$ cat config.mk
export PLATFORM = sky130hd
export DESIGN_NAME = clkctl_top
export DESIGN_NICKNAME = d
export VERILOG_FILES = /design/src/rtl/clkctl_pkg.sv /design/src/rtl/clkctl_regs.sv /design/src/rtl/clkctl_pwrseq.sv /design/src/rtl/clkctl_outgate.sv /design/src/rtl/clkctl_top.sv
export SDC_FILE = /design/constraint.sdc
export NUM_CORES = 1
export LEC_CHECK = 0
export BUFFER_PORTS_ARGS = -buffer_cell sky130_fd_sc_hd__clkbuf_2
export CORE_ASPECT_RATIO = 0.9
export CORE_MARGIN = 5
export CORE_UTILIZATION = 42
export CTS_BUF_LIST = sky130_fd_sc_hd__clkbuf_4
export CTS_CLUSTER_DIAMETER = 100
export DETAILED_ROUTE_END_ITERATION = 10
export HOLD_SLACK_MARGIN = 0.08
export MAX_ROUTING_LAYER = met4
export PLACE_DENSITY = 0.7
export SLEW_MARGIN = 20
export SYNTH_ARGS = -nofsm -noshare
export SYNTH_HDL_FRONTEND = slang
export SYNTH_HIERARCHICAL = 1
export SYNTH_SLANG_ARGS = --single-unit
$ cat constraint.sdc
create_clock -name clk -period 1 [get_ports clk]
set_clock_uncertainty 0.05 [all_clocks]
set_input_delay 0.15 -clock clk [delete_from_list [all_inputs] [get_ports clk]]
set_output_delay 0.15 -clock clk [all_outputs]
set_load 0.05 [all_outputs]
$ cat src/rtl/clkctl_pkg.sv
`timescale 1ns/1ps
// Package: shared constants and helper functions for the clock output control logic.
// Assumes byte-wide registers; register layout depends on the number of differential outputs.
package clkctl_pkg;

    localparam int BYTE_W    = 8;
    localparam int REG_COUNT = 4;

    localparam int ADR_OE    = 0;
    localparam int ADR_SS    = 1;
    localparam int ADR_SLEW  = 2;
    localparam int ADR_REF   = 3;

    localparam int SS_SWEN_BIT = 5;
    localparam int REF_WOL_BIT = 5;
    localparam int REF_OE_BIT  = 4;

    typedef enum logic [1:0] {
        SS_OFF     = 2'b00,
        SS_QUARTER = 2'b01,
        SS_RSVD    = 2'b10,
        SS_HALF    = 2'b11
    } ss_code_t;

    // Bits occupied by one-bit-per-output fields (bit i+1 for output i).
    function automatic logic [BYTE_W-1:0] per_out_mask(input int ndif);
        logic [BYTE_W-1:0] m;
        m = '0;
        for (int i = 0; i < ndif; i++) m[i+1] = 1'b1;
        return m;
    endfunction

    // Writable and readable bits of each stored register byte.
    function automatic logic [BYTE_W-1:0] reg_wmask(input int idx, input int ndif);
        case (idx)
            ADR_OE:   return per_out_mask(ndif);
            ADR_SS:   return 8'h3E;
            ADR_SLEW: return per_out_mask(ndif);
            default:  return 8'hF0;
        endcase
    endfunction

    // Reset value of each stored register byte.
    function automatic logic [BYTE_W-1:0] reg_reset(input int idx, input int ndif);
        case (idx)
            ADR_OE:   return per_out_mask(ndif);
            ADR_SS:   return 8'h04;
            ADR_SLEW: return per_out_mask(ndif);
            default:  return 8'h50;
        endcase
    endfunction

    // Maps the three-level pin code onto a spread code.
    function automatic ss_code_t map_sel(input logic [1:0] pin);
        case (pin)
            2'b00:   return SS_OFF;
            2'b01:   return SS_QUARTER;
            default: return SS_HALF;
        endcase
    endfunction

endpackage

$ cat src/rtl/clkctl_regs.sv
`timescale 1ns/1ps
// Module: byte-wide control register file.
// Stores only writable bits; reserved bits read 0; byte 1 bits 7:6 return the
// captured spread pin code; addresses at or above REG_COUNT are reserved.
// Assumes a single-cycle write strobe and combinational read.
module clkctl_regs
    import clkctl_pkg::*;
#(
    parameter int NUM_DIF = 2,
    parameter int ADDR_W  = 3
) (
    input  logic                clk,
    input  logic                rst_n,
    input  logic                wr,
    input  logic [ADDR_W-1:0]   addr,
    input  logic [BYTE_W-1:0]   wdata,
    input  logic [1:0]          pin_code,
    output logic [BYTE_W-1:0]   rdata,
    output logic [NUM_DIF-1:0]  oe_bits,
    output logic [NUM_DIF-1:0]  slew_bits,
    output logic                ss_sw_en,
    output logic [1:0]          ss_sw_code,
    output logic [1:0]          amp,
    output logic [1:0]          ref_slew_code,
    output logic                ref_wol,
    output logic                ref_oe
);

    logic [REG_COUNT-1:0][BYTE_W-1:0] byte_q;

    for (genvar k = 0; k < REG_COUNT; k++) begin : g_byte
        localparam logic [BYTE_W-1:0] WMASK = reg_wmask(k, NUM_DIF);
        localparam logic [BYTE_W-1:0] RVAL  = reg_reset(k, NUM_DIF);
        logic [BYTE_W-1:0] q;

        // Holds one register byte; only writable bits ever change.
        always_ff @(posedge clk) begin
            if (!rst_n)
                q <= RVAL;
            else if (wr && addr == ADDR_W'(k))
                q <= (q & ~WMASK) | (wdata & WMASK);
        end

        assign byte_q[k] = q;
    end

    // Read multiplexer with read-only overlay and reserved masking.
    always_comb begin
        rdata = '0;
        for (int k = 0; k < REG_COUNT; k++) begin
            if (addr == ADDR_W'(k))
                rdata = byte_q[k] & reg_wmask(k, NUM_DIF);
        end
        if (addr == ADDR_W'(ADR_SS))
            rdata[7:6] = pin_code;
    end

    assign oe_bits       = byte_q[ADR_OE][NUM_DIF:1];
    assign slew_bits     = byte_q[ADR_SLEW][NUM_DIF:1];
    assign ss_sw_en      = byte_q[ADR_SS][SS_SWEN_BIT];
    assign ss_sw_code    = byte_q[ADR_SS][4:3];
    assign amp           = byte_q[ADR_SS][2:1];
    assign ref_slew_code = byte_q[ADR_REF][7:6];
    assign ref_wol       = byte_q[ADR_REF][REF_WOL_BIT];
    assign ref_oe        = byte_q[ADR_REF][REF_OE_BIT];

    // a write to a reserved address leaves every stored byte unchanged.
    assert_rsvd_addr_R10: assert property (@(posedge clk) disable iff (!rst_n)
        (wr && addr >= ADDR_W'(REG_COUNT)) |=> $stable(byte_q));

    // software spread enable follows the written bit after the write edge.
    assert_wr_visible_R11: assert property (@(posedge clk) disable iff (!rst_n)
        (wr && addr == ADDR_W'(ADR_SS)) |=> (ss_sw_en == $past(wdata[SS_SWEN_BIT])));

endmodule

$ cat src/rtl/clkctl_pwrseq.sv
`timescale 1ns/1ps
// Module: power-good sequencing.
// Detects the power-good rise, captures the spread select pin at that edge, and
// tracks lock qualification, which is sticky until power-good falls.
// Assumes pgood, ss_sel and pll_locked are already synchronous to clk.
module clkctl_pwrseq
    import clkctl_pkg::*;
(
    input  logic       clk,
    input  logic       rst_n,
    input  logic       pgood,
    input  logic [1:0] ss_sel,
    input  logic       pll_locked,
    output logic [1:0] pin_code,
    output logic       lock_ok
);

    logic pg_q;

    // Remembers last cycle's power-good for rise detection.
    always_ff @(posedge clk) begin
        if (!rst_n) pg_q <= 1'b0;
        else        pg_q <= pgood;
    end

    // Captures the spread select pin on the power-good rise.
    always_ff @(posedge clk) begin
        if (!rst_n)
            pin_code <= SS_OFF;
        else if (pgood && !pg_q)
            pin_code <= map_sel(ss_sel);
    end

    // Sets lock qualification on lock while powered; clears in power-down.
    always_ff @(posedge clk) begin
        if (!rst_n)
            lock_ok <= 1'b0;
        else if (!pgood)
            lock_ok <= 1'b0;
        else if (pll_locked)
            lock_ok <= 1'b1;
    end

    // the captured code holds while power-good stays high.
    assert_sel_hold_R5: assert property (@(posedge clk) disable iff (!rst_n)
        (pgood && pg_q) |=> $stable(pin_code));

    // power-down clears lock qualification at the next edge.
    assert_lock_clear_R9: assert property (@(posedge clk) disable iff (!rst_n)
        !pgood |=> !lock_ok);

    // once qualified and still powered, qualification does not drop.
    assert_lock_sticky_R4: assert property (@(posedge clk) disable iff (!rst_n)
        (lock_ok && pgood) |=> lock_ok);

endmodule

$ cat src/rtl/clkctl_outgate.sv
`timescale 1ns/1ps
// Module: output run gating.
// Registers one run flag per differential output and one for the reference.
// A stopped differential output means both legs are held low by the driver.
// Assumes lock_ok already includes the power-good condition history.
module clkctl_outgate #(
    parameter int NUM_DIF = 2
) (
    input  logic               clk,
    input  logic               rst_n,
    input  logic               pgood,
    input  logic               lock_ok,
    input  logic [NUM_DIF-1:0] oe_bits,
    input  logic [NUM_DIF-1:0] oe_n,
    input  logic               ref_oe,
    input  logic               ref_wol,
    output logic [NUM_DIF-1:0] dif_run,
    output logic               ref_run
);

    for (genvar i = 0; i < NUM_DIF; i++) begin : g_dif
        logic run_q;

        // Runs output i only when powered, locked, register-enabled and pin-enabled.
        always_ff @(posedge clk) begin
            if (!rst_n) run_q <= 1'b0;
            else        run_q <= pgood & lock_ok & oe_bits[i] & ~oe_n[i];
        end

        assign dif_run[i] = run_q;

        // a cleared enable bit stops the output at the next edge.
        assert_reg_override_R3: assert property (@(posedge clk) disable iff (!rst_n)
            !oe_bits[i] |=> !dif_run[i]);

        // a running output was lock-qualified on the previous edge.
        assert_run_needs_lock_R4: assert property (@(posedge clk) disable iff (!rst_n)
            dif_run[i] |-> $past(lock_ok));

        // power-down stops the output at the next edge.
        assert_pd_stop_R9: assert property (@(posedge clk) disable iff (!rst_n)
            !pgood |=> !dif_run[i]);
    end

    // Runs the reference when enabled, and in power-down only with wake support.
    always_ff @(posedge clk) begin
        if (!rst_n) ref_run <= 1'b0;
        else        ref_run <= ref_oe & (pgood | ref_wol);
    end

    // without wake support the reference stops in power-down.
    assert_ref_pd_R8: assert property (@(posedge clk) disable iff (!rst_n)
        (!pgood && !ref_wol) |=> !ref_run);

endmodule

$ cat src/rtl/clkctl_top.sv
`timescale 1ns/1ps
// Module: top of the clock output control logic.
// Connects register file, power sequencing and output gating, and selects the
// spread code between the captured pin value and the software field.
// Assumes all inputs are synchronous to clk.
module clkctl_top
    import clkctl_pkg::*;
#(
    parameter int NUM_DIF = 2,
    parameter int ADDR_W  = 3
) (
    input  logic               clk,
    input  logic               rst_n,
    input  logic               pgood,
    input  logic [1:0]         ss_sel,
    input  logic               pll_locked,
    input  logic [NUM_DIF-1:0] oe_n,
    input  logic               reg_wr,
    input  logic [ADDR_W-1:0]  reg_addr,
    input  logic [7:0]         reg_wdata,
    output logic [7:0]         reg_rdata,
    output logic [NUM_DIF-1:0] dif_run,
    output logic               ref_run,
    output logic [1:0]         ssc_code,
    output logic [1:0]         amp_code,
    output logic [NUM_DIF-1:0] dif_slew_fast,
    output logic [1:0]         ref_slew
);

    logic [1:0]         pin_code;
    logic               lock_ok;
    logic [NUM_DIF-1:0] oe_bits;
    logic               ss_sw_en;
    logic [1:0]         ss_sw_code;
    logic               ref_wol;
    logic               ref_oe;

    clkctl_regs #(.NUM_DIF(NUM_DIF), .ADDR_W(ADDR_W)) u_regs (
        .clk           (clk),
        .rst_n         (rst_n),
        .wr            (reg_wr),
        .addr          (reg_addr),
        .wdata         (reg_wdata),
        .pin_code      (pin_code),
        .rdata         (reg_rdata),
        .oe_bits       (oe_bits),
        .slew_bits     (dif_slew_fast),
        .ss_sw_en      (ss_sw_en),
        .ss_sw_code    (ss_sw_code),
        .amp           (amp_code),
        .ref_slew_code (ref_slew),
        .ref_wol       (ref_wol),
        .ref_oe        (ref_oe)
    );

    clkctl_pwrseq u_pwrseq (
        .clk        (clk),
        .rst_n      (rst_n),
        .pgood      (pgood),
        .ss_sel     (ss_sel),
        .pll_locked (pll_locked),
        .pin_code   (pin_code),
        .lock_ok    (lock_ok)
    );

    clkctl_outgate #(.NUM_DIF(NUM_DIF)) u_gate (
        .clk     (clk),
        .rst_n   (rst_n),
        .pgood   (pgood),
        .lock_ok (lock_ok),
        .oe_bits (oe_bits),
        .oe_n    (oe_n),
        .ref_oe  (ref_oe),
        .ref_wol (ref_wol),
        .dif_run (dif_run),
        .ref_run (ref_run)
    );

    // Picks the software spread field only when software control is enabled.
    always_comb begin
        ssc_code = ss_sw_en ? ss_sw_code : pin_code;
    end

    // with software control off, the PLL sees the captured pin value.
    assert_ss_source_R6: assert property (@(posedge clk) disable iff (!rst_n)
        !ss_sw_en |-> (ssc_code == pin_code));

endmodule

# Yosys cells after proc, flatten, opt, wreduce, memory -nomap -nowiden
# Cells that the tools add are included.
[totals]
ff_bits = 39
output_inout_bits = 19
[op_classes]
n_eq_ne = 4
n_reduce_logical = 9
n_mux = 11
bitwise = 17
[ops]
columns = ["op", "n"]
rows = [
  ["$mux 8", 8],
  ["$and 8x8->8", 4],
  ["$or 8x3->8", 2],
  ["$or 4x8->8", 1],
  ["$or 8x6->8", 1],
  ["$and 1x1->1", 6],
  ["$eq 3x2->1 const B", 2],
  ["$logic_and 1x1->1", 5],
  ["$mux 2", 2],
  ["$pmux 2 s2", 1],
  ["$eq 3x1->1 const B", 1],
  ["$logic_not 3->1", 1],
  ["$eq 2x1->1 const B", 1],
  ["$logic_not 2->1", 1],
  ["$not 1->1", 2],
  ["$reduce_and 2->1", 1],
  ["$logic_not 1->1", 1],
  ["$or 1x1->1", 1],
]

# Depth between registers and ports, before layout
# Gate-level depths: netlist of run 1.
[logic_depth]
word_depth = 8
ltp_mapped = 4

# Modules after synthesis
# Netlist of run 1, hierarchy kept.
[modules_own_cells]
columns = ["module", "cells_each", "area_each_um2", "n_inst"]
rows = [
  ["clkctl_regs", 77, 739.5, 1],
  ["clkctl_pwrseq", 12, 142.6, 1],
  ["clkctl_outgate", 9, 120.1, 1],
  ["clkctl_top", 2, 22.5, 1],
]

# Worst setup path after synthesis of run 1
# OpenSTA, ideal clock, no wires.
[synth_path]
path_kind = "register -> output"
from = "register u_regs.g_byte[2].q[1]"
to = "output reg_rdata[1]"
path_stages_with_launch = 3
required_ps = 800
path_slack_ps = -1205
arrival_time_ps = 2005
path_cell_list = "dfxtp_1 mux2i_1 o32ai_1"
[synth_between]
elab_chain_len = 3
[synth_lines]
columns = ["element", "line", "rtl"]
rows = [
  ["from (decl)", "clkctl_regs.sv:34", "logic [BYTE_W-1:0] q;"],
  ["from (signal assigned)", "clkctl_regs.sv:41", "q <= (q & ~WMASK) | (wdata & WMASK);"],
  ["$and 8x8->8", "clkctl_regs.sv:52", "rdata = byte_q[k] & reg_wmask(k, NUM_DIF);"],
  ["$mux 8 (2 in a row)", "clkctl_regs.sv:51", "if (addr == ADDR_W'(k))"],
  ["to (decl)", "clkctl_top.sv:21", "output logic [7:0] reg_rdata,"],
]
# Every way passes these cells.

# Worst setup path after layout of run 1
[layout_path]
from = "register u_regs.g_byte[1].q[5]"
to = "output ssc_code[0]"
[layout_between]
elab_chain_len = 1
[layout_lines]
columns = ["element", "line", "rtl"]
rows = [
  ["from (decl)", "clkctl_regs.sv:34", ""],
  ["from (signal assigned)", "clkctl_regs.sv:41", ""],
  ["$mux 2", "clkctl_top.sv:81", "ssc_code = ss_sw_en ? ss_sw_code : pin_code;"],
  ["to (decl)", "clkctl_top.sv:24", "output logic [1:0] ssc_code,"],
]
# Every way passes these cells.

==> out/results.md, run 1 <==
| Quantity | Value | Unit |
|---|---|---|
| Max-slew violations | 0 | - |
| Proportion of synthesized chip area in sequential cells | 39.1 | % |
| Arrival time worst endpoint | 1170 | ps |
| Clock sink count | 20 | - |
| Post-synthesis xor/xnor area fraction | 0 | % |
| Placeable core area | 0.00240 | mm^2 |
| Hold Path End | u_pwrseq/pin_code[1]$_SDFFE_PN0P_ | - |
| 1st-iter DRT viols | 34 | - |
| Final total negative setup slack | -3420 | ps |
| Post-layout nets | 181 | - |
| Final critical path time including I/O delays and setup | 1370 | ps |
| Synthesized area per cell | 10.2 | um^2 |
| GRT busiest layer | met2 | - |
| Fillcell total | 144 | - |
| IO Port Bufs | 36 | - |
| Final Hold Vio Count | 0 | - |
| Die outline area | 0.00353 | mm^2 |
| Fraction of layout cells with a size suffix above 1 | 62.5 | % |
| Start-to-end type of the worst setup path | reg2out | - |
| Result of the run | finished, violations left | - |
| FMAX | 733 | MHz |
| Chip Height | 56.9 | um |
| Longest Clk Path Bufs | 2 | - |
| Met2 track utilization from global routing | 27.4 | % |
| Largest family of logic cells by synthesized area | simple AND/OR/NAND/NOR gates | - |
| Path depth of the worst reg2reg path | 5 | - |
| Min-delay src | ss_sel[1] | - |
| Overflow left after global routing | 0 | - |
| Number of buffers created by CTS | 3 | - |
| Pwr/cell area | 904 | mW/mm^2 |
| TritonCTS clock tree | yes | - |
| Mux cell area share after synthesis | 21.7 | % |
| Antenna violations before repair | 0 | - |
| Setup Viol. Count Final | 16 | - |
| DR vias | 923 | - |
| Routability cong. | 0.789 | - |
| Insertion delay to the later sink of the worst-skew pair | 290 | ps |
| CP max stage cell | sky130_fd_sc_hd__dfxtp_4 | - |
| Maximum fanout count along the critical path | 4 | - |
| IR drop worst, VDD | 1.04 | mV |
| Count of unique library cells instantiated by Yosys | 25 | - |
| Post-synthesis instance total | 100 | - |
| MaxCap Viol Count | 0 | - |
| CTS root buf | sky130_fd_sc_hd__clkbuf_4 | - |
| Critical path's top delay family | flip-flops | - |
| Detailed-route DRC error count | 0 | - |
| Placed insts | 173 | - |
| Synthesized-area fraction occupied by ao, oa, aoi and oai cells | 4.40 | % |
| Post-CTS clock slew at the launch and capture registers of the worst setup and hold paths | 110 | ps |
| First-pass GRT wire length | 4410 | um |
| Area post-placement | 0.00148 | mm^2 |
| Multi-input gate area | 716 | um^2 |
| Number of H-tree branching levels | 1 | - |
| Met1 Usage GRT | 21.6 | % |
| GR Util met3 | 3.22 | % |
| Launching element type of the critical path | register | - |
| Sequential cell area | 443 | um^2 |
| Routed wire length | 2800 | um |
| Register-to-register setup slack | -90 | ps |
| Cells along the critical path | mux2_4, buf_8 | - |
| Leakage dissipation | 0.804 | nW |
| Pin count of the biggest net entering global routing | 12 | - |
| Top-Level Pins | 39 | - |
| Site row count | 17 | - |
| Post-synthesis net count | 120 | - |
| Adder-cell area share of the yosys netlist | 0 | % |
| RSZ-0062 raised after global routing | true | - |
| Vias per cell | 4.91 | - |
| Post-route total power | 1.73 | mW |
| Cells on Worst Hold Path | 3 | - |
| Detailed-routing iteration count for the pre-antenna-repair pass | 4 | - |
| Post-route insts no fill | 188 | - |
| Post-route cell area | 0.00192 | mm^2 |
| Min-Delay Path Class | in2reg | - |
| Number of synthesized register bits | 20 | - |
| Total inserted antenna cells | 0 | - |
| Area Growth Syn to Fin | 87.3 | % |
| Worst r2r dst | u_regs/g_byte[2].q[2]$_SDFFE_PN1P_ | - |
| Post-synth design cell area | 0.00102 | mm^2 |
| Setup crit end kind | output port | - |
| Detailed-route wire length per cell | 14.9 | um |
| DP Wirelength | 1980 | um |
| Count of yosys warnings during synthesis | 6 | - |
| Critical path data required time | 800 | ps |
| Die outline width | 62.1 | um |
| Effective utilization at floorplan | 42.6 | % |
| Violations in the final reports | negative setup slack | - |
| Setup slack after layout | -365 | ps |
| Number of buffers and inverters on the critical path | 1 | - |
| Post-DRT Antenna Nets | 0 | - |
| Number of global-route vias before repair | 950 | - |
| Global-route usage over all layers | 17.0 | % |
| Final clock period utilization by the worst path | 137 | % |
| Critical path's largest stage delay | 410 | ps |
| Simple logic cell fraction of the synthesized area | 28.1 | % |
| Reg2Reg Launch Point | u_regs/g_byte[2].q[2]$_SDFFE_PN1P_ | - |
## where the power goes
part	switching (mW)	internal [mW]
Clock	0.228	0.145
Combinational	0.253	0.271
Sequential	0.0277	0.810
Total	0.509	1.23
## metrics by stage
step	hold slack (ps)	setup slack, ps	utilization, %
floorplan	170	-277	-
global placement	273	-284	61.6
detailed placement	277	-347	61.6
CTS	101	-377	77.3
global route	105	-429	79.9
finish	102	-365	79.9
## Yosys cell counts, drive strengths merged
library cell / count / area (um^2)
and2: 1 / 7.51
dfxtp: 20 / 400
buf: 7 / 57.6
conb: 1 / 3.75
o211a: 2 / 20.0
nand3: 1 / 10.0
and4b: 1 / 10.0
and4bb: 1 / 12.5
nand4bb: 1 / 11.3
nor2b: 13 / 88.8
mux2i: 20 / 200
nor3b: 3 / 32.5
clkbuf: 2 / 7.51
nor4b: 1 / 23.8
nand2b: 4 / 27.5
mux2: 2 / 22.5
nor2: 5 / 18.8
nand2: 12 / 45.0
o32ai: 2 / 17.5
o21a: 1 / 7.51
## timing repair
action | CTS | global route
setup buffers | 0 | 2
hold buffers | 9 | 0
resized for setup | 59 | 21
hold endpoints to repair | 10 | 0
setup endpoints to repair | 18 | 21
pin swaps | 5 | 1
## cell families (layout without fill, tap and decap cells)
| logic type | Yosys count | count (layout) |
|---|---|---|
| simple gates | 43 | 43 |
| mux | 22 | 22 |
| buf+inv | 9 | 69 |
| other cells | 1 | 1 |
| compound gates | 5 | 5 |
| flops | 20 | 20 |
## cell type report
class                   count  share of cell area, %
flip-flops and latches     20                   23.1
clock buffers               3                   1.17
repair buffers             65                   36.4
multi-input cells          71                   37.3
well taps                  28                   1.83
clock inverters             1                  0.196
## how the worst max path moves through the flow
stage	to	slack, ps	cells past startpoint	start
after CTS	ssc_code[0]	-380	2	u_regs/g_byte[1].q[5]$_SDFFE_PN0P_
after floorplan	reg_rdata[1]	-280	2	u_regs/g_byte[2].q[1]$_SDFFE_PN1P_
final	ssc_code[0]	-370	2	u_regs/g_byte[1].q[5]$_SDFFE_PN0P_
after global routing	reg_rdata[2]	-430	3	u_regs/g_byte[2].q[2]$_SDFFE_PN1P_
after global placement	reg_rdata[1]	-280	4	reg_addr[1]
after detailed placement	reg_rdata[5]	-350	5	reg_addr[1]
## flip-flops by register name, indices dropped and copies added, names as in the netlist
name                cells
u_gate/g_dif.run_q      2
u_pwrseq/lock_ok        1
u_regs/g_byte.q        13
u_gate/ref_run          1
u_pwrseq/pin_code       2
u_pwrseq/pg_q           1
## layout by cell type (no fill, tap or decap), drive strengths merged
master / synthesis / routed
buf: 7 / 34
clkbuf: 2 / 25
mux2i: 20 / 20
dfxtp: 20 / 20
nor2b: 13 / 13
nand2: 12 / 12
dlygate4sd3: 0 / 9
nor2: 5 / 5
nand2b: 4 / 4
nor3b: 3 / 3
mux2: 2 / 2
o211a: 2 / 2
o32ai: 2 / 2
clkinv: 0 / 1
nand3: 1 / 1
and2: 1 / 1
o21a: 1 / 1
and4bb: 1 / 1
nor4b: 1 / 1
and4b: 1 / 1
nand4bb: 1 / 1
conb: 1 / 1
## worst register-to-register path: stages (launching register included)
cell	delay (ps)
sky130_fd_sc_hd__dfxtp_4	360
sky130_fd_sc_hd__buf_4	130
sky130_fd_sc_hd__buf_6	110
sky130_fd_sc_hd__buf_4	120
sky130_fd_sc_hd__nor2b_1	100
sky130_fd_sc_hd__mux2i_1	100
## metal layers
metal	wire (um)	share of wire, %	up-vias
li1	-	-	462
met1	1210	43	428
met2	1410	50	29
met3	144	5.1	4
met4	32	1.1	0
met5	0	0	-
Note: power is estimated with default switching activity, not from simulation.
==> run 2: changes to the inputs <==
- CAP_MARGIN: unset -> 40
- REMOVE_ABC_BUFFERS: unset -> 1
==> out/results.md, run 2 (synthesized netlist as in run 1, its figures left out) <==
| Quantity | Value | Unit | vs previous |
|---|---|---|---|
| Result of the run | finished, violations left | - |  |
| Violations in the final reports | negative setup slack | - |  |
| Insertion delay to the later sink of the worst-skew pair | 310 | ps | +20 ps |
| Number of buffers created by CTS | 3 | - | unchanged |
| Longest Clk Path Bufs | 2 | - | unchanged |
| Critical path data required time | 800 | ps | about the same |
| Met2 track utilization from global routing | 29.9 | % | +2.5 points |
| GR Util met3 | 4.14 | % | +0.92 points |
| Post-DRT Antenna Nets | 0 | - | unchanged |
| TritonCTS clock tree | yes | - |  |
| IO Port Bufs | 36 | - | unchanged |
| Number of global-route vias before repair | 1,037 | - | +9.2% |
| Setup Viol. Count Final | 17 | - | +1 |
| CTS root buf | sky130_fd_sc_hd__clkbuf_4 | - |  |
| Overflow left after global routing | 0 | - | unchanged |
| Leakage dissipation | 0.840 | nW | +4.4% |
| Largest registers ranked by flip-flop count | u_regs/g_byte.q x13, u_gate/g_dif.run_q x2, u_pwrseq/pin_code x2 | - |  |
| Setup crit end kind | output port | - |  |
| Post-CTS clock slew at the launch and capture registers of the worst setup and hold paths | 130 | ps | +20 ps |
| Die outline width | 62.1 | um | unchanged |
| Global-route usage over all layers | 19.2 | % | +2.2 points |
| Vias per cell | 5.05 | - | +2.8% |
| Post-layout nets | 191 | - | +5.5% |
| Commonest cells after routing, fill and taps aside | 23 x sky130_fd_sc_hd__buf_4, 20 x sky130_fd_sc_hd__mux2i_1, 18 x sky130_fd_sc_hd__clkbuf_2 | - |  |
| Die outline area | 0.00353 | mm^2 | unchanged |
| Site row count | 17 | - | unchanged |
| Detailed-route wire length per cell | 15.6 | um | +4.8% |
| Clock sink count | 20 | - | unchanged |
| Setup slack after layout | -492 | ps | -127 ps |
| Maximum fanout count along the critical path | 2 | - | -2 |
| 1st-iter DRT viols | 44 | - | +29% |
| Min-Delay Path Class | in2reg | - |  |
| Effective utilization at floorplan | 42.6 | % | unchanged |
| Most common library cell in the layout ignoring fill and taps | sky130_fd_sc_hd__buf_4 | - |  |
| Pwr/cell area | 1080 | mW/mm^2 | +20% |
| Number of flip-flops under the largest register name | 13 | - | unchanged |
| DR vias | 999 | - | +8.2% |
| Pin count of the biggest net entering global routing | 19 | - | +7 |
| DP Wirelength | 1910 | um | -3.1% |
| Launching element type of the critical path | register | - |  |
| RSZ-0062 raised after global routing | true | - |  |
| Cells along the critical path | mux2i_1, o32ai_1, buf_4, buf_12 | - |  |
| Register with the most flip-flops | u_regs/g_byte.q | - |  |
| Routed wire length | 3090 | um | +10% |
| Post-route cell area | 0.00185 | mm^2 | -3.5% |
| GRT busiest layer | met2 | - |  |
| Met1 Usage GRT | 24.6 | % | +2.9 points |
| Chip Height | 56.9 | um | unchanged |
| Fraction of power consumed by the clock network | 33.6 | % | +12 points |
| Max-slew violations | 0 | - | unchanged |
| Internal Dissipation | 1.48 | mW | +21% |
| Start-to-end type of the worst setup path | reg2out | - |  |
| Final Hold Vio Count | 0 | - | unchanged |
| Switching share of power | 26.1 | % | -3.2 points |
| Fillcell total | 133 | - | -7.6% |
| MaxCap Viol Count | 0 | - | unchanged |
| Worst Hold Slack | 82.6 | ps | -19.0 ps |
| Number of H-tree branching levels | 1 | - | unchanged |
| Critical path's largest stage delay | 360 | ps | -50 ps |
| Antenna violations before repair | 0 | - | unchanged |
| Proportion of power drawn by flip-flops and latches | 42.0 | % | -6.3 points |
| Top-Level Pins | 39 | - | unchanged |
| Area Growth Syn to Fin | 80.8 | % |  |
| Final critical path time including I/O delays and setup | 1490 | ps | +127 ps |
| IR drop worst, VDD | 1.36 | mV | +30% |
| Placeable core area | 0.00240 | mm^2 | unchanged |
| Area post-placement | 0.00141 | mm^2 | -5.2% |
| FMAX | 670 | MHz | -8.5% |
| NetSw | 0.524 | mW | +2.9% |
| Detailed-routing iteration count for the pre-antenna-repair pass | 4 | - | unchanged |
| Fraction of layout cells with a size suffix above 1 | 57.6 | % | -4.9 points |
| Critical path's top delay family | flip-flops | - |  |
| Pre-CTS worst setup slack | -205 | ps | +142 ps |
| Detailed-route DRC error count | 0 | - | unchanged |
| Routability cong. | 0.761 | - | -3.6% |
| Total inserted antenna cells | 0 | - | unchanged |
| Final clock period utilization by the worst path | 149 | % | +13 points |
| Register-to-register setup slack | 50 | ps | +140 ps |
| CP max stage cell | sky130_fd_sc_hd__dfxtp_2 | - |  |
| First-pass GRT wire length | 4960 | um | +13% |
| Gate power share | 24.4 | % | -5.8 points |
| Arrival time worst endpoint | 1290 | ps | +120 ps |
| Final total negative setup slack | -3830 | ps | -408 ps |
| Number of buffers and inverters on the critical path | 2 | - | +1 |
run 2: cell types whose count changed in the layout (fill, tap and decap cells not counted), sizes merged:
cell | before | now
buf | 34 | 39
clkbuf | 25 | 29
bufinv | 0 | 1
clkinv | 1 | 0
dlygate4sd3 | 9 | 10
run 2: metrics by stage:
stage | total power [mW] | utilization, % | std cells
finish | 2.01 | 77.1 | 198
global route | 2.07 | 77.1 | 198
global placement | 1.23 | 58.5 | 178
CTS | 1.98 | 74.4 | 193
detailed placement | 1.24 | 58.5 | 178
floorplan | 1.05 | - | 91
run 2: routing by layer:
layer,share of wire (%),vias up
met4,1.4,0
met3,4.8,6
li1,-,476
met2,52,29
met1,42,488
met5,0,-
run 2: worst paths after layout:
check | cells past startpoint | endpoint | start
worst max register to register | 4 | u_regs/g_byte[2].q[1]$_SDFFE_PN1P_ | u_regs/g_byte[2].q[1]$_SDFFE_PN1P_
worst max-delay path | 4 | reg_rdata[1] | u_regs/g_byte[0].q[1]$_SDFFE_PN1P_
worst min register to register | 2 | u_gate/g_dif[0].run_q$_SDFF_PN0_ | u_pwrseq/lock_ok$_SDFFE_PN0P_
worst min-delay path | 3 | u_gate/g_dif[0].run_q$_SDFF_PN0_ | pgood
run 2: worst register-to-register path: stages, from the launching register on:
cell and delay [ps]:
sky130_fd_sc_hd__dfxtp_2 340, sky130_fd_sc_hd__buf_6 110, sky130_fd_sc_hd__buf_4 120, sky130_fd_sc_hd__nor2b_1 130, sky130_fd_sc_hd__mux2i_1 90
run 2: power groups by stage:
| stage | Sequential [mW] | Clock [mW] | Combinational (mW) |
|---|---|---|---|
| 2_1_floorplan | 0.884 | 0 | 0.164 |
| 3_3_place_gp | 0.855 | 0 | 0.376 |
| 3_5_place_dp | 0.856 | 0 | 0.382 |
| 4_1_cts | 0.841 | 0.675 | 0.462 |
| 5_1_grt | 0.846 | 0.714 | 0.515 |
| 6_report | 0.843 | 0.674 | 0.488 |
run 2: timing repair:
| item | 4_1_cts | 5_1_grt |
|---|---|---|
| setup endpoints to repair | 18 | 19 |
| setup buffers | 2 | 8 |
| resized for setup | 58 | 13 |
| hold buffers | 10 | 0 |
| endpoints found under the hold margin | 11 | 0 |
run 2: layout make-up:
cell class | count | area, um^2 | share of cell area (%)
clock inverter | 1 | 30.0 | 1.62
tap | 28 | 35.0 | 1.89
sequential | 20 | 424 | 22.9
clock buffer | 3 | 22.5 | 1.22
timing repair buffer | 75 | 759 | 41.0
multi-input combinational | 71 | 582 | 31.4
==> run 3: changes to the inputs <==
- ABC_AREA: unset -> 0
- CELL_PAD_IN_SITES_DETAIL_PLACEMENT: unset -> 0
- CELL_PAD_IN_SITES_GLOBAL_PLACEMENT: unset -> 1
- CORE_UTILIZATION: 42 -> 37
- PLACE_DENSITY: 0.7 -> unset
- PLACE_DENSITY_LB_ADDON: unset -> 0.1
==> out/results.md, run 3 (synthesized netlist as in run 1, its figures left out) <==
| Quantity | Value | Unit | vs previous |
|---|---|---|---|
| Result of the run | finished, violations left | - |  |
| Violations in the final reports | negative setup slack | - |  |
| Die outline area | 0.00392 | mm^2 | +11% |
| Top-Level Pins | 39 | - | unchanged |
| Number of H-tree branching levels | 1 | - | unchanged |
| Die outline width | 65.5 | um | +5.5% |
| Post-route cell area | 0.00189 | mm^2 | +2.2% |
| Post-route insts no fill | 200 | - | +1.0% |
| 1st-iter DRT viols | 31 | - | -30% |
| Setup Viol. Count Final | 17 | - | unchanged |
| Largest registers ranked by flip-flop count | u_regs/g_byte.q x13, u_gate/g_dif.run_q x2, u_pwrseq/pin_code x2 | - |  |
| Register with the most flip-flops | u_regs/g_byte.q | - |  |
| Multi-input gate area | 581 | um^2 | -0.22% |
| IO Port Bufs | 36 | - | unchanged |
| Pre-CTS worst setup slack | -173 | ps | +31.9 ps |
| Pin count of the biggest net entering global routing | 13 | - | -6 |
| Site row count | 18 | - | +1 |
| Max-slew violations | 0 | - | unchanged |
| Final critical path time including I/O delays and setup | 1470 | ps | -26.2 ps |
| Min-Delay Path Class | in2reg | - |  |
| Effective utilization at floorplan | 37.9 | % | -4.7 points |
| Pwr/cell area | 1060 | mW/mm^2 | -1.7% |
| NetSw | 0.520 | mW | -0.72% |
| IR drop worst, VDD | 0.911 | mV | -33% |
| Fillcell total | 203 | - | +53% |
| Fraction of layout cells with a size suffix above 1 | 55.9 | % | -1.8 points |
| Antenna violations before repair | 0 | - | unchanged |
| Overflow left after global routing | 0 | - | unchanged |
| First-pass GRT wire length | 4530 | um | -8.8% |
| DR vias | 939 | - | -6.0% |
| Post-layout nets | 191 | - | unchanged |
| Post-DRT Antenna Nets | 0 | - | unchanged |
| Clock sink count | 20 | - | unchanged |
| Fraction of power consumed by the clock network | 33.5 | % | about the same |
| Chip Height | 59.9 | um | +5.4% |
| Final clock period utilization by the worst path | 147 | % | -2.6 points |
| Top layer reached by signal wires | met4 | - |  |
| Length of routed wiring on met1 | 1220 | um | -6.5% |
| Area post-placement | 0.00145 | mm^2 | +2.8% |
| Longest Clk Path Bufs | 2 | - | unchanged |
| Internal Dissipation | 1.49 | mW | +0.76% |
| Number of global-route vias before repair | 1,000 | - | -3.6% |
| Global-route usage over all layers | 15.6 | % | -3.6 points |
| Start-to-end type of the worst setup path | reg2out | - |  |
| FMAX | 682 | MHz | +1.8% |
| Detailed-routing iteration count for the pre-antenna-repair pass | 2 | - | -2 |
| Detailed-route wire length per cell | 13.5 | um | -13% |
| Area Growth Syn to Fin | 84.7 | % |  |
| Critical path data required time | 800 | ps | about the same |
| Leakage dissipation | 0.858 | nW | +2.2% |
| Routed wire length | 2710 | um | -12% |
| MaxCap Viol Count | 0 | - | unchanged |
| CTS root buf | sky130_fd_sc_hd__clkbuf_4 | - |  |
| Placeable core area | 0.00270 | mm^2 | +12% |
| Final Hold Vio Count | 0 | - | unchanged |
| Proportion of power drawn by flip-flops and latches | 41.9 | % | about the same |
| Placed insts | 183 | - | +2.8% |
| Routed met3 length | 107 | um | -27% |
| Detailed route wirelength on metal2 | 1370 | um | -14% |
| Switching share of power | 25.9 | % | -0.28 points |
| Total inserted antenna cells | 0 | - | unchanged |
| Commonest cells after routing, fill and taps aside | 20 x sky130_fd_sc_hd__mux2i_1, 19 x sky130_fd_sc_hd__buf_4, 18 x sky130_fd_sc_hd__clkbuf_2 | - |  |
| Maximum fanout count along the critical path | 2 | - | unchanged |
| Vias per cell | 4.70 | - | -6.9% |
| Final cell utilization of the core | 70.0 | % | -7.0 points |
| DP Wirelength | 1970 | um | +2.8% |
| Sequential cell area | 424 | um^2 | unchanged |
| Arrival time worst endpoint | 1270 | ps | -20 ps |
| Number of flip-flops under the largest register name | 13 | - | unchanged |
| Number of buffers created by CTS | 3 | - | unchanged |
| Setup crit end kind | output port | - |  |
| Routability cong. | 0.750 | - | -1.4% |
| Launching element type of the critical path | register | - |  |
| Post-CTS clock slew at the launch and capture registers of the worst setup and hold paths | 120 | ps | about the same |
| Gate power share | 24.6 | % | +0.2 points |
| TritonCTS clock tree | yes | - |  |
| Insertion delay to the later sink of the worst-skew pair | 310 | ps | about the same |
| Detailed-route DRC error count | 0 | - | unchanged |
| Most common library cell in the layout ignoring fill and taps | sky130_fd_sc_hd__mux2i_1 | - |  |
| RSZ-0062 raised after global routing | true | - |  |
| Setup slack after layout | -466 | ps | +26.2 ps |
run 3: final timing paths:
| check | slack (ps) | cells after the start | to | from |
|---|---|---|---|---|
| hold reg to reg | 430 | 2 | u_regs/g_byte[1].q[3]$_SDFFE_PN0P_ | u_regs/g_byte[1].q[3]$_SDFFE_PN0P_ |
| hold / removal | 110 | 4 | u_pwrseq/pin_code[0]$_SDFFE_PN0P_ | ss_sel[0] |
| setup reg to reg | 120 | 3 | u_pwrseq/pin_code[1]$_SDFFE_PN0P_ | u_pwrseq/pg_q$_SDFF_PN0_ |
| setup / recovery | -470 | 4 | reg_rdata[2] | u_regs/g_byte[2].q[2]$_SDFFE_PN1P_ |
run 3: worst max-delay path, stage by stage (launching register included):
cell and delay, ps:
sky130_fd_sc_hd__dfxtp_2 360, sky130_fd_sc_hd__mux2i_1 70, sky130_fd_sc_hd__o32ai_1 240, sky130_fd_sc_hd__buf_4 170, sky130_fd_sc_hd__buf_12 120
run 3: cell type report:
cell class / instances / share of cell area, %
repair buffers: 75 / 42.2
multi-input cells: 71 / 30.7
flip-flops and latches: 20 / 22.4
well taps: 30 / 1.98
clock inverters: 1 / 1.59
clock buffers: 3 / 1.19
run 3: routing by layer:
layer  vias up  global-route usage [%]
met5         -                       -
met4         0                    2.66
met3         2                    4.51
met2        23                    26.8
met1       435                    18.5
li1        479                       -
run 3: stage by stage:
stage | hold WS (ps) | TNS [ps] | power [mW]
after floorplan | 170 | -4900 | 1.05
after global placement | 272 | -2150 | 1.24
after detailed placement | 276 | -2510 | 1.25
after CTS | 96.1 | -4140 | 2.03
after global routing | 150 | -4670 | 2.10
final | 108 | -3830 | 2.01
run 3: timing repair:
item	4_1_cts	5_1_grt
pin swaps	1	2
endpoints found under the setup margin	18	18
gates resized for setup	58	14
setup buffers	2	4
hold buffers	12	0
gates cloned	0	0
hold endpoints to repair	17	0
run 3: power by group through the flow:
stage	logic [mW]	clock network [mW]	registers [mW]
floorplan	0.164	0	0.884
CTS	0.486	0.702	0.843
detailed placement	0.396	0	0.856
global route	0.526	0.723	0.847
finish	0.495	0.675	0.843
global placement	0.389	0	0.856
